### src/rtl/strap_led_pkg.sv
package strap_led_pkg;
  localparam int NUM_EVT = 7;

  typedef enum logic [2:0] {
    EV_LINK   = 3'd0,
    EV_ACT    = 3'd1,
    EV_TX     = 3'd2,
    EV_RX     = 3'd3,
    EV_COL    = 3'd4,
    EV_SPEED  = 3'd5,
    EV_DUPLEX = 3'd6,
    EV_NONE   = 3'd7
  } evt_sel_e;
endpackage

### src/rtl/strap_capture.sv
module strap_capture #(
  parameter int NUM_PINS    = 2,
  parameter int SYNC_STAGES = 2
) (
  input  logic                clk_i,
  input  logic                rst_ni,
  input  logic [NUM_PINS-1:0] pin_i,
  output logic                ready_o,
  output logic [NUM_PINS-1:0] strap_o
);
  logic [NUM_PINS-1:0] pin_sync_q [SYNC_STAGES];
  logic [SYNC_STAGES-1:0] rst_sync_q;
  logic [NUM_PINS-1:0] strap_q;

  // pad synchronizer, unreset so it tracks pads during reset
  always_ff @(posedge clk_i) begin
    pin_sync_q[0] <= pin_i;
  end

  for (genvar s = 1; s < SYNC_STAGES; s++) begin : g_pin_sync
    always_ff @(posedge clk_i) begin
      pin_sync_q[s] <= pin_sync_q[s-1];
    end
  end

  // reset release synchronizer
  always_ff @(posedge clk_i or negedge rst_ni) begin
    if (!rst_ni) rst_sync_q <= '0;
    else         rst_sync_q <= {rst_sync_q[SYNC_STAGES-2:0], 1'b1};
  end

  // tracks the pads until the release edge, then frozen
  always_ff @(posedge clk_i) begin
    if (!rst_sync_q[SYNC_STAGES-1]) strap_q <= pin_sync_q[SYNC_STAGES-1];
  end

  assign ready_o = rst_sync_q[SYNC_STAGES-1];
  assign strap_o = strap_q;
endmodule

### src/rtl/led_driver.sv
module led_driver
  import strap_led_pkg::*;
#(
  parameter int NUM_PINS = 2,
  localparam int IDX_W   = (NUM_PINS > 1) ? $clog2(NUM_PINS) : 1
) (
  input  logic                clk_i,
  input  logic                rst_ni,
  input  logic                sw_rst_i,
  input  logic                ready_i,
  input  logic [NUM_EVT-1:0]  evt_i,
  input  logic                sel_we_i,
  input  logic [IDX_W-1:0]    sel_pin_i,
  input  evt_sel_e            sel_code_i,
  output logic [NUM_PINS-1:0] led_o
);
  logic [7:0] evt_ext;
  assign evt_ext = {{(8-NUM_EVT){1'b0}}, evt_i};

  for (genvar i = 0; i < NUM_PINS; i++) begin : g_led
    localparam evt_sel_e DEF_SEL = (i == 0) ? EV_LINK : EV_ACT;
    evt_sel_e sel_q;
    logic     led_q;
    logic     hit;

    always_ff @(posedge clk_i or negedge rst_ni) begin
      if (!rst_ni)                                   sel_q <= DEF_SEL;
      else if (sw_rst_i)                             sel_q <= DEF_SEL;
      else if (sel_we_i && sel_pin_i == IDX_W'(i))   sel_q <= sel_code_i;
    end

    assign hit = (sel_q != EV_NONE) && evt_ext[sel_q];

    always_ff @(posedge clk_i or negedge rst_ni) begin
      if (!rst_ni) led_q <= 1'b0;
      else         led_q <= ready_i && !sw_rst_i && hit;
    end

    assign led_o[i] = led_q;
  end
endmodule

### src/rtl/strap_led_ctrl.sv
module strap_led_ctrl
  import strap_led_pkg::*;
#(
  parameter int NUM_PINS    = 2,
  parameter int SYNC_STAGES = 2,
  localparam int IDX_W      = (NUM_PINS > 1) ? $clog2(NUM_PINS) : 1
) (
  input  logic                clk_i,
  input  logic                rst_ni,
  input  logic                sw_rst_i,
  input  logic [NUM_PINS-1:0] pin_i,
  input  logic [NUM_EVT-1:0]  evt_i,
  input  logic                sel_we_i,
  input  logic [IDX_W-1:0]    sel_pin_i,
  input  logic [2:0]          sel_code_i,
  output logic [NUM_PINS-1:0] pin_o,
  output logic [NUM_PINS-1:0] pin_oe_o,
  output logic [NUM_PINS-1:0] phy_addr_o,
  output logic                mii_iso_o
);
  logic                ready;
  logic [NUM_PINS-1:0] strap;
  logic [NUM_PINS-1:0] led;

  strap_capture #(
    .NUM_PINS   (NUM_PINS),
    .SYNC_STAGES(SYNC_STAGES)
  ) u_capture (
    .clk_i  (clk_i),
    .rst_ni (rst_ni),
    .pin_i  (pin_i),
    .ready_o(ready),
    .strap_o(strap)
  );

  led_driver #(
    .NUM_PINS(NUM_PINS)
  ) u_leds (
    .clk_i     (clk_i),
    .rst_ni    (rst_ni),
    .sw_rst_i  (sw_rst_i),
    .ready_i   (ready),
    .evt_i     (evt_i),
    .sel_we_i  (sel_we_i),
    .sel_pin_i (sel_pin_i),
    .sel_code_i(evt_sel_e'(sel_code_i)),
    .led_o     (led)
  );

  // asserted level is the inverse of the strap
  assign pin_o      = strap ^ led;
  assign pin_oe_o   = {NUM_PINS{ready}};
  assign phy_addr_o = strap;
  assign mii_iso_o  = !ready || (strap == '0);
endmodule

### config.mk
export PLATFORM = sky130hd
export DESIGN_NAME = strap_led_ctrl
export DESIGN_NICKNAME = d
export VERILOG_FILES = /design/src/rtl/strap_led_pkg.sv /design/src/rtl/strap_capture.sv /design/src/rtl/led_driver.sv /design/src/rtl/strap_led_ctrl.sv
export SDC_FILE = /design/constraint.sdc
export NUM_CORES = 1
export LEC_CHECK = 0
export BUFFER_PORTS_ARGS = -buffer_cell sky130_fd_sc_hd__buf_2
export CAP_MARGIN = 20
export CORE_MARGIN = 10
export CORE_UTILIZATION = 45
export CTS_CLUSTER_DIAMETER = 60
export DETAILED_ROUTE_END_ITERATION = 7
export PLACE_DENSITY_LB_ADDON = 0.15
export SETUP_SLACK_MARGIN = 0.05
export SYNTH_ARGS = -nofsm -noshare
export SYNTH_HDL_FRONTEND = slang
export SYNTH_HIERARCHICAL = 1
export SYNTH_SLANG_ARGS = --single-unit
### constraint.sdc
create_clock -name clk_i -period 1.59 [get_ports clk_i]
set_input_delay 0.159 -clock clk_i [delete_from_list [all_inputs] [get_ports clk_i]]
set_output_delay 0.159 -clock clk_i [all_outputs]
set_load 0.05 [all_outputs]
* Word-level counts from Yosys, hierarchy flattened
Memories as Yosys holds them, arrays and structs flattened. A register that Yosys moved wholly into a read port is not among the register bits.
Cells that the tools add are included.
W data, S select, Z words.
** Word-level totals
- Bits in registers :: 10
- Bits in writable memories :: 4
- Input port bits :: 17
- Memories :: 1
** Memory list
- u_capture.pin_sync_q :: words 2, width 2, read ports 2, clocked after Yosys merged registers in 1, write ports 2, line strap_capture.sv:11 : logic [NUM_PINS-1:0] pin_sync_q [SYNC_STAGES];
** Cells by class
- $lt $le $gt $ge :: 2
- Equal/unequal tests :: 2
- Muxes and demuxes :: 8
- Bitwise gates (word level) :: 2
- Reduce and logical (&&, ||, !) cells :: 14
** Operators with widths (count)
- $mux W3 :: 4
- $lt A3 B4 Y1 const B :: 2
- $logic_and A1 B1 Y1 :: 7
- $bmux W1 S3 :: 2
- $ne A3 B3 Y1 const B :: 2
- $reduce_bool A2 Y1 :: 2
- $logic_not A1 Y1 :: 3
- $logic_not A2 Y1 :: 1
- $mux W1 :: 2
- $xor A2 B2 Y2 :: 1
- $logic_or A1 B1 Y1 :: 1
- $not A1 Y1 :: 1

* Longest topological paths before layout
Gate-level depths: netlist of the first run.
- Word-level depth :: 4
- Gate-level depth with buffers :: 3
- Mapped depth without buffers :: 3

* Modules after synthesis
The synthesis of the first run kept the hierarchy.
** By module, submodules not included
- led_driver :: instances 1, cells each 38, area an instance 441.7 um^2, sequential area each 201.4 um^2
- strap_capture :: instances 1, cells each 10, area an instance 197.7 um^2, sequential area each 190.2 um^2
- strap_led_ctrl :: instances 1, cells each 5, area an instance 37.5 um^2, sequential area each 0.0 um^2

* Least setup slack after synthesis of the first run
No wires, ideal clock.
- Path type :: register to output
- Start point :: register u_capture.strap_q[0], in the netlist u_capture/strap_o[0], read port of u_capture.pin_sync_q
- End point :: output port mii_iso_o
- Arrival :: 1.801 ns
- Required time :: 1.431 ns
- Path slack :: -0.370 ns
- Stages on the path, launching flop included :: 2
- Path buffers :: 0
- Cell sequence :: edfxtp_1 o21ai_0
** Between the ends
- Cells in the longest elaborated chain, start to end :: 2
** Ends and longest elaborated chain
- start, declared :: line strap_capture.sv:13 : logic [NUM_PINS-1:0] strap_q;
- $logic_not A2 Y1 :: line strap_led_ctrl.sv:54 : assign mii_iso_o = !ready || (strap == '0);
- $logic_or A1 B1 Y1 :: line strap_led_ctrl.sv:54
- end, declared :: line strap_led_ctrl.sv:19 : output logic mii_iso_o
Every way passes these cells.

* Final worst setup path of the first run
- Start point :: register u_leds.g_led[1].sel_q[0]
- End point :: register u_leds.g_led[1].led_q
** Between the ends
- Cells in the longest elaborated chain, start to end :: 4
- Elaborated cells on any way between the ends :: 5
- Classes of those cells :: 1 x eq/ne; 2 x mux; 2 x reduce/logical
** Ends and longest elaborated chain
- start, declared :: line led_driver.sv:22 : evt_sel_e sel_q;
- start signal, assigned :: line led_driver.sv:29 : else if (sel_we_i && sel_pin_i == IDX_W'(i)) sel_q <= sel_code_i;
- $bmux W1 S3 :: line led_driver.sv:32 : assign hit = (sel_q != EV_NONE) && evt_ext[sel_q];
- $mux W1 (implied by the code) :: line led_driver.sv:32
- $logic_and A1 B1 Y1 (*) :: line led_driver.sv:32
- $logic_and A1 B1 Y1 (*) :: line led_driver.sv:36 : else led_q <= ready_i && !sw_rst_i && hit;
- end signal, assigned :: line led_driver.sv:36
- end, declared :: line led_driver.sv:23 : logic led_q;
Every way passes the cells marked *; elsewhere a longest branch is shown, timed or not. The select of a mux whose other input is x is not followed.
A chain may end at the register's enable or synchronous reset.

==> flow_summary.json, run 1 <==
{
  "post_cts_buffers": 0,
  "cts_buffers": 3,
  "vias": 484,
  "numPortBuffers": 23,
  "ant_nets": 0,
  "fp.dieH_um": 58.8,
  "worst_hold_slack_ns": 0.140,
  "synth.top_cell.area_share": 0.333,
  "hp-class": "input port to register",
  "path_clk_slew_ns": 0.09,
  "slew_violations": 0,
  "startpoint_type": "register",
  "grt_overflow": 0,
  "drive_above_1_share": 0.380,
  "arrival_ns": 1.54,
  "final_area_um2": 852,
  "final_util": 0.624,
  "hold_start": "sw_rst_i",
  "post_cts_resize_count": 0,
  "h-tree-depth": 1,
  "synthDistinctLibCells": 21,
  "path_max_fanout": 4,
  "placed_cell_area_um2": 796,
  "synth_fp_nets": 70,
  "yosysTopAreaCell": "dfrtp_1",
  "drt-pass1-iter-count": 4,
  "clockBufferDepth": 2,
  "clock_latency_ns": 0.28,
  "synth_cells": 53,
  "cp.required_ns": 1.76,
  "seqCellArea_um2": 392,
  "cts_tree": "built",
  "diodes": 0,
  "hpwl_um": 1180,
  "critPathCaptureType": "register",
  "finalWorstSetupSlack_ns": 0.220,
  "status": "complete, no violations",
  "syn_avg_cell_area_um2": 12.8,
  "coreArea_um2": 1370,
  "grt_pass1_vias": 544,
  "io_pins": 24,
  "skew_ns": 0.00102,
  "crit_path_top_delay_cell": "dfstp_2",
  "p_per_area_nw_per_um2": 964,
  "fin_crit_sh": 0.861,
  "r2r_end": "u_leds/g_led[1].led_q",
  "post-route-drc-count": 0,
  "ys_ff_latch": 16,
  "r2r-start": "u_leds/g_led[1].sel_q[0]",
  "maxCapViolCount": 0,
  "final.min_clock_period_ns": 1.37,
  "die_w_um": 58.8,
  "grt_max_degree": 11,
  "vias_per_cell": 5.15,
  "dp_slack_ns": 0.227,
  "finalSetupViolations": 0,
  "crit_path_max_incr_delay_ns": 0.57,
  "crit_chain": "mux4_1 > nor2_1 > nor4bb_1",
  "multi_input_area_um2": 267,
  "antenna_found_initial": 0,
  "clockRootBuffer": "clkbuf_4",
  "synthTopCellsByArea": "dfrtp_1, dfxtp_1, edfxtp_1",
  "n_fill_cell": 119,
  "crit_path_end": "u_leds/g_led[1].led_q",
  "dieArea_um2": 3460,
  "seq_area_frac_synth": 0.579,
  "start_util": 0.495,
  "layout.nets": 97,
  "hold_viol": 0,
  "rows": 13,
  "grt_pass1_wl_um": 2440,
  "areaGrowthSynthToFinish_pct": 25.9,
  "clock.fmax_mhz": 730,
  "drt_wl_total_um": 1470,
  "clock-sinks": 16,
  "gp_congestion": 0.758,
  "startpoint": "u_leds/g_led[1].sel_q[0]",
  "yosys_warnings": 6,
  "track_usage": 0.0890,
  "reg2regPathDepth": 3,
  "rsz0062_at_grt": "false",
  "critPathKind": "register to register",
  "drtIter0Drc": 9,
  "rrSetupSlack_ns": 0.22,
  "wl_per_cell_um": 15.6,
  "p_leak_nw": 0.400,
  "hold_buffers": 3,
  "syn_area_um2": 677,
  "peakVddDrop_mv": 0.734
}
## worst min path at each step
| stage | to | slack [ns] | cells past startpoint |
|---|---|---|---|
| after floorplan | u_capture/rst_sync_q[0] | -0.14 | 0 |
| after global placement | u_leds/g_led[0].sel_q[2] | 0.03 | 1 |
| after detailed placement | u_leds/g_led[0].sel_q[2] | 0.04 | 1 |
| after CTS | u_leds/g_led[1].sel_q[1] | 0.13 | 3 |
| after global routing | u_leds/g_led[0].led_q | 0.15 | 2 |
| final | u_leds/g_led[1].sel_q[2] | 0.14 | 2 |
## synth_stat cells (all sizes together)
cell    count
nand2       3
xor2        2
dfxtp       4
a211o       1
dfstp       1
o211ai      2
a21oi       2
nor2        5
edfxtp      2
o21ai       1
mux2i       5
dfrtp       9
nand3b      2
inv         1
nand3       2
conb        1
nor4bb      2
mux4        2
and3        1
nor2b       1
buf         4
## worst max-delay path: cells and delay by family (launching register included)
| family | cells | cell delay (ns) |
|---|---|---|
| AND/OR/NAND/NOR | 2 | 0.15 |
| flip-flops | 1 | 0.57 |
| multiplexers | 1 | 0.54 |
## through the flow
| stage | TNS (ns) | power [W] | std cells |
|---|---|---|---|
| floorplan | -0.00788 | 0.000566 | 53 |
| global placement | 0 | 0.000612 | 87 |
| detailed placement | 0 | 0.000615 | 87 |
| CTS | 0 | 0.000834 | 94 |
| global route | 0 | 0.000867 | 94 |
| finish | 0 | 0.000821 | 94 |
## layout make-up
cell class,count,area share
well taps,15,0.0220
inverters,1,0.00441
flip-flops and latches,16,0.460
repair buffers,26,0.170
clock inverters,1,0.00441
clock buffers,3,0.0264
multi-input cells,32,0.313
## layer usage
metal / vias to the layer above / GRT usage / wire length [µm]
met5: - / 0 / 0
met4: 0 / 0.0393 / 0
met3: 0 / 0.0451 / 195
met2: 27 / 0.128 / 638
met1: 221 / 0.108 / 635
li1: 236 / - / -
## cell families after synthesis
| family | Yosys count | synth area share |
|---|---|---|
| xor gates and xnor gates | 2 | 0.0259 |
| muxes | 7 | 0.152 |
| DFF | 16 | 0.579 |
| AOI/OAI and AO/OA | 6 | 0.0591 |
| and+or+nand+nor | 16 | 0.129 |
| other | 1 | 0.00554 |
| buffers and inverters | 5 | 0.0499 |
## where the power goes
part / leakage (nW) / internal [W] / total, W / switching, W
Sequential: 0.182 / 0.000437 / 0.000456 / 0.0000193
Combinational: 0.202 / 0.0000577 / 0.000155 / 0.0000969
Clock: 0.0154 / 0.0000910 / 0.000211 / 0.000120
Total: 0.400 / 0.000585 / 0.000821 / 0.000236
## flip-flops by register name, summed over array words and instances, names as in the netlist
name / cells
u_capture/pin_sync_q: 4
u_capture/rst_sync_q: 2
u_capture/strap_o: 2
u_leds/g_led.led_q: 2
u_leds/g_led.sel_q: 6
## layout by cell type (no fill, tap or decap), drive strengths merged
| master | n |
|---|---|
| a211o | 1 |
| a21oi | 2 |
| and3 | 1 |
| buf | 23 |
| clkbuf | 3 |
| clkinv | 1 |
| conb | 1 |
| dfrtp | 9 |
| dfstp | 1 |
| dfxtp | 4 |
| dlygate4sd3 | 3 |
| edfxtp | 2 |
| inv | 1 |
| mux2i | 5 |
| mux4 | 2 |
| nand2 | 3 |
| nand3 | 2 |
| nand3b | 2 |
| nor2 | 5 |
| nor2b | 1 |
| nor4bb | 2 |
| o211ai | 2 |
| o21ai | 1 |
| xor2 | 2 |
(Power assumes the default switching activity.)
==> run 2: changes to the inputs <==
--- a/config.mk
+++ b/config.mk
@@ -9,9 +9,8 @@
 export CAP_MARGIN = 20
 export CORE_MARGIN = 10
-export CORE_UTILIZATION = 45
+export CORE_UTILIZATION = 42
 export CTS_CLUSTER_DIAMETER = 60
 export DETAILED_ROUTE_END_ITERATION = 7
 export PLACE_DENSITY_LB_ADDON = 0.15
-export SETUP_SLACK_MARGIN = 0.05
 export SYNTH_ARGS = -nofsm -noshare
 export SYNTH_HDL_FRONTEND = slang
==> constraint.sdc (replaced) <==
create_clock -name clk_i -period 1.2 [get_ports clk_i]
set_input_delay 0.24 -clock clk_i [delete_from_list [all_inputs] [get_ports clk_i]]
set_output_delay 0.24 -clock clk_i [all_outputs]
set_load 0.05 [all_outputs]
==> run 2 against run 1 <==
Effect of this change:
- the run now ends with setup timing left
- final area up 9.0%
- worst hold slack worse by 0.087 ns
- sequential share of layout area down 3.6 points
- sequential power up 34%
- register-to-register slack worse by 0.32 ns
- clock power up 35%
==> flow_summary.json, run 2 (same netlist as run 1, synthesis figures left out) <==
{
  "status": "complete, but fails checks",
  "violations": "setup timing",
  "numPortBuffers": 23,
  "cp.required_ns": 0.96,
  "h-tree-depth": 1,
  "cts_buffers": 3,
  "vias_per_cell": 5.07,
  "post-route-drc-count": 0,
  "finalSetupViolations": 6,
  "diodes": 0,
  "fp.dieH_um": 60.1,
  "largest_register": "u_leds/g_led.sel_q",
  "rows": 14,
  "dieArea_um2": 3620,
  "critPathCaptureType": "output port",
  "clock.fmax_mhz": 718,
  "io_pins": 24,
  "areaGrowthSynthToFinish_pct": 37.2,
  "layout_common_cells": "buf_2, dfrtp_1, buf_6, mux2i_1",
  "track_usage": 0.0825,
  "grt_overflow": 0,
  "grt_pass1_wl_um": 2340,
  "ant_nets": 0,
  "die_w_um": 60.1,
  "gp_congestion": 0.751,
  "fin_crit_sh": 1.16,
  "wl_per_cell_um": 14.7,
  "placed_cell_area_um2": 842,
  "layout_commonest_cell": "buf_2",
  "drive_above_1_share": 0.500,
  "start_util": 0.444,
  "path_clk_slew_ns": 0.09,
  "drtIter0Drc": 11,
  "clock_latency_ns": 0.28,
  "clockRootBuffer": "clkbuf_4",
  "cts_tree": "built",
  "slew_violations": 0,
  "startpoint_type": "register",
  "grt_pass1_vias": 550,
  "hold_viol": 0,
  "antenna_found_initial": 0,
  "final.min_clock_period_ns": 1.39,
  "hpwl_um": 1100,
  "rsz0062_at_grt": "true",
  "layout.nets": 98,
  "p_leak_nw": 0.417,
  "arrival_ns": 1.15,
  "drt-pass1-iter-count": 4,
  "path_max_fanout": 3,
  "p_per_area_nw_per_um2": 1230,
  "clock-sinks": 16,
  "dp_slack_ns": -0.0996,
  "peakVddDrop_mv": 0.916,
  "grt_max_degree": 11,
  "final_area_um2": 928,
  "hp-class": "input port to register",
  "drt_wl_total_um": 1410,
  "top_regs": "u_leds/g_led.sel_q: 6 flops, u_capture/pin_sync_q: 4 flops",
  "maxCapViolCount": 0,
  "clockBufferDepth": 2,
  "skew_ns": 0.00376,
  "rrSetupSlack_ns": -0.10,
  "critPathKind": "register to output port",
  "final_util": 0.609,
  "coreArea_um2": 1520,
  "finalWorstSetupSlack_ns": -0.193,
  "vias": 487,
  "largest_reg_flops": 6
}
-- run 2: stage by stage --
step           hold WS, ns  power, W  setup TNS (ns)  cells
3_3_place_gp         0.115  0.000835         -0.0790     90
3_5_place_dp         0.116  0.000836         -0.0996     90
5_1_grt             0.0319   0.00120           -1.21     96
2_1_floorplan      -0.0556  0.000768          -0.599     53
4_1_cts             0.0450   0.00114          -0.979     96
6_report            0.0527   0.00114          -0.910     96
-- run 2: what timing repair did --
action / in CTS / in global routing
pin swaps: 1 / 1
setup endpoints to repair: 8 / 9
hold buffers: 1 / 0
buffers inserted: 1 / 0
gates resized for setup: 10 / 6
endpoints found under the hold margin: 9 / 0
-- run 2: area by class of cell --
class,count,area [µm²]
Clock buffer,3,22.5
Clock inverter,1,3.75
Fill cell,124,596
Inverter,1,3.75
Multi-Input combinational cell,32,304
Sequential cell,16,393
Tap cell,16,20.0
Timing Repair Buffer,27,181
-- run 2: report_power, final --
| group | total (W) | switching [W] | internal, W | leakage, nW |
|---|---|---|---|---|
| registers | 0.000612 | 0.0000333 | 0.000579 | 0.181 |
| logic | 0.000246 | 0.000136 | 0.000109 | 0.220 |
| clock network | 0.000284 | 0.000163 | 0.000121 | 0.0154 |
-- run 2: worst max-delay path, stage by stage, from the launching register on --
cell	delay, ns
edfxtp_1	0.51
o21ai_4	0.19
buf_6	0.17
-- run 2: worst paths after layout --
| path | to | cells past startpoint | startpoint |
|---|---|---|---|
| setup / recovery | mii_iso_o | 2 | u_capture/strap_o[0] |
| hold / removal | u_capture/pin_sync_q[0][0] | 1 | pin_i[0] |
| setup reg to reg | u_leds/g_led[1].led_q | 3 | u_leds/g_led[1].sel_q[0] |
| hold reg to reg | u_capture/pin_sync_q[1][0] | 0 | u_capture/pin_sync_q[0][0] |
| max in group asynchronous | u_leds/g_led[1].sel_q[0] | 2 | rst_ni |
| min in group asynchronous | u_leds/g_led[0].sel_q[2] | 2 | rst_ni |
-- run 2: per-layer routing --
layer  wire [µm]  GRT usage
met5           0          0
met4           0     0.0288
met3         112     0.0318
met2         696      0.132
met1         600     0.0974
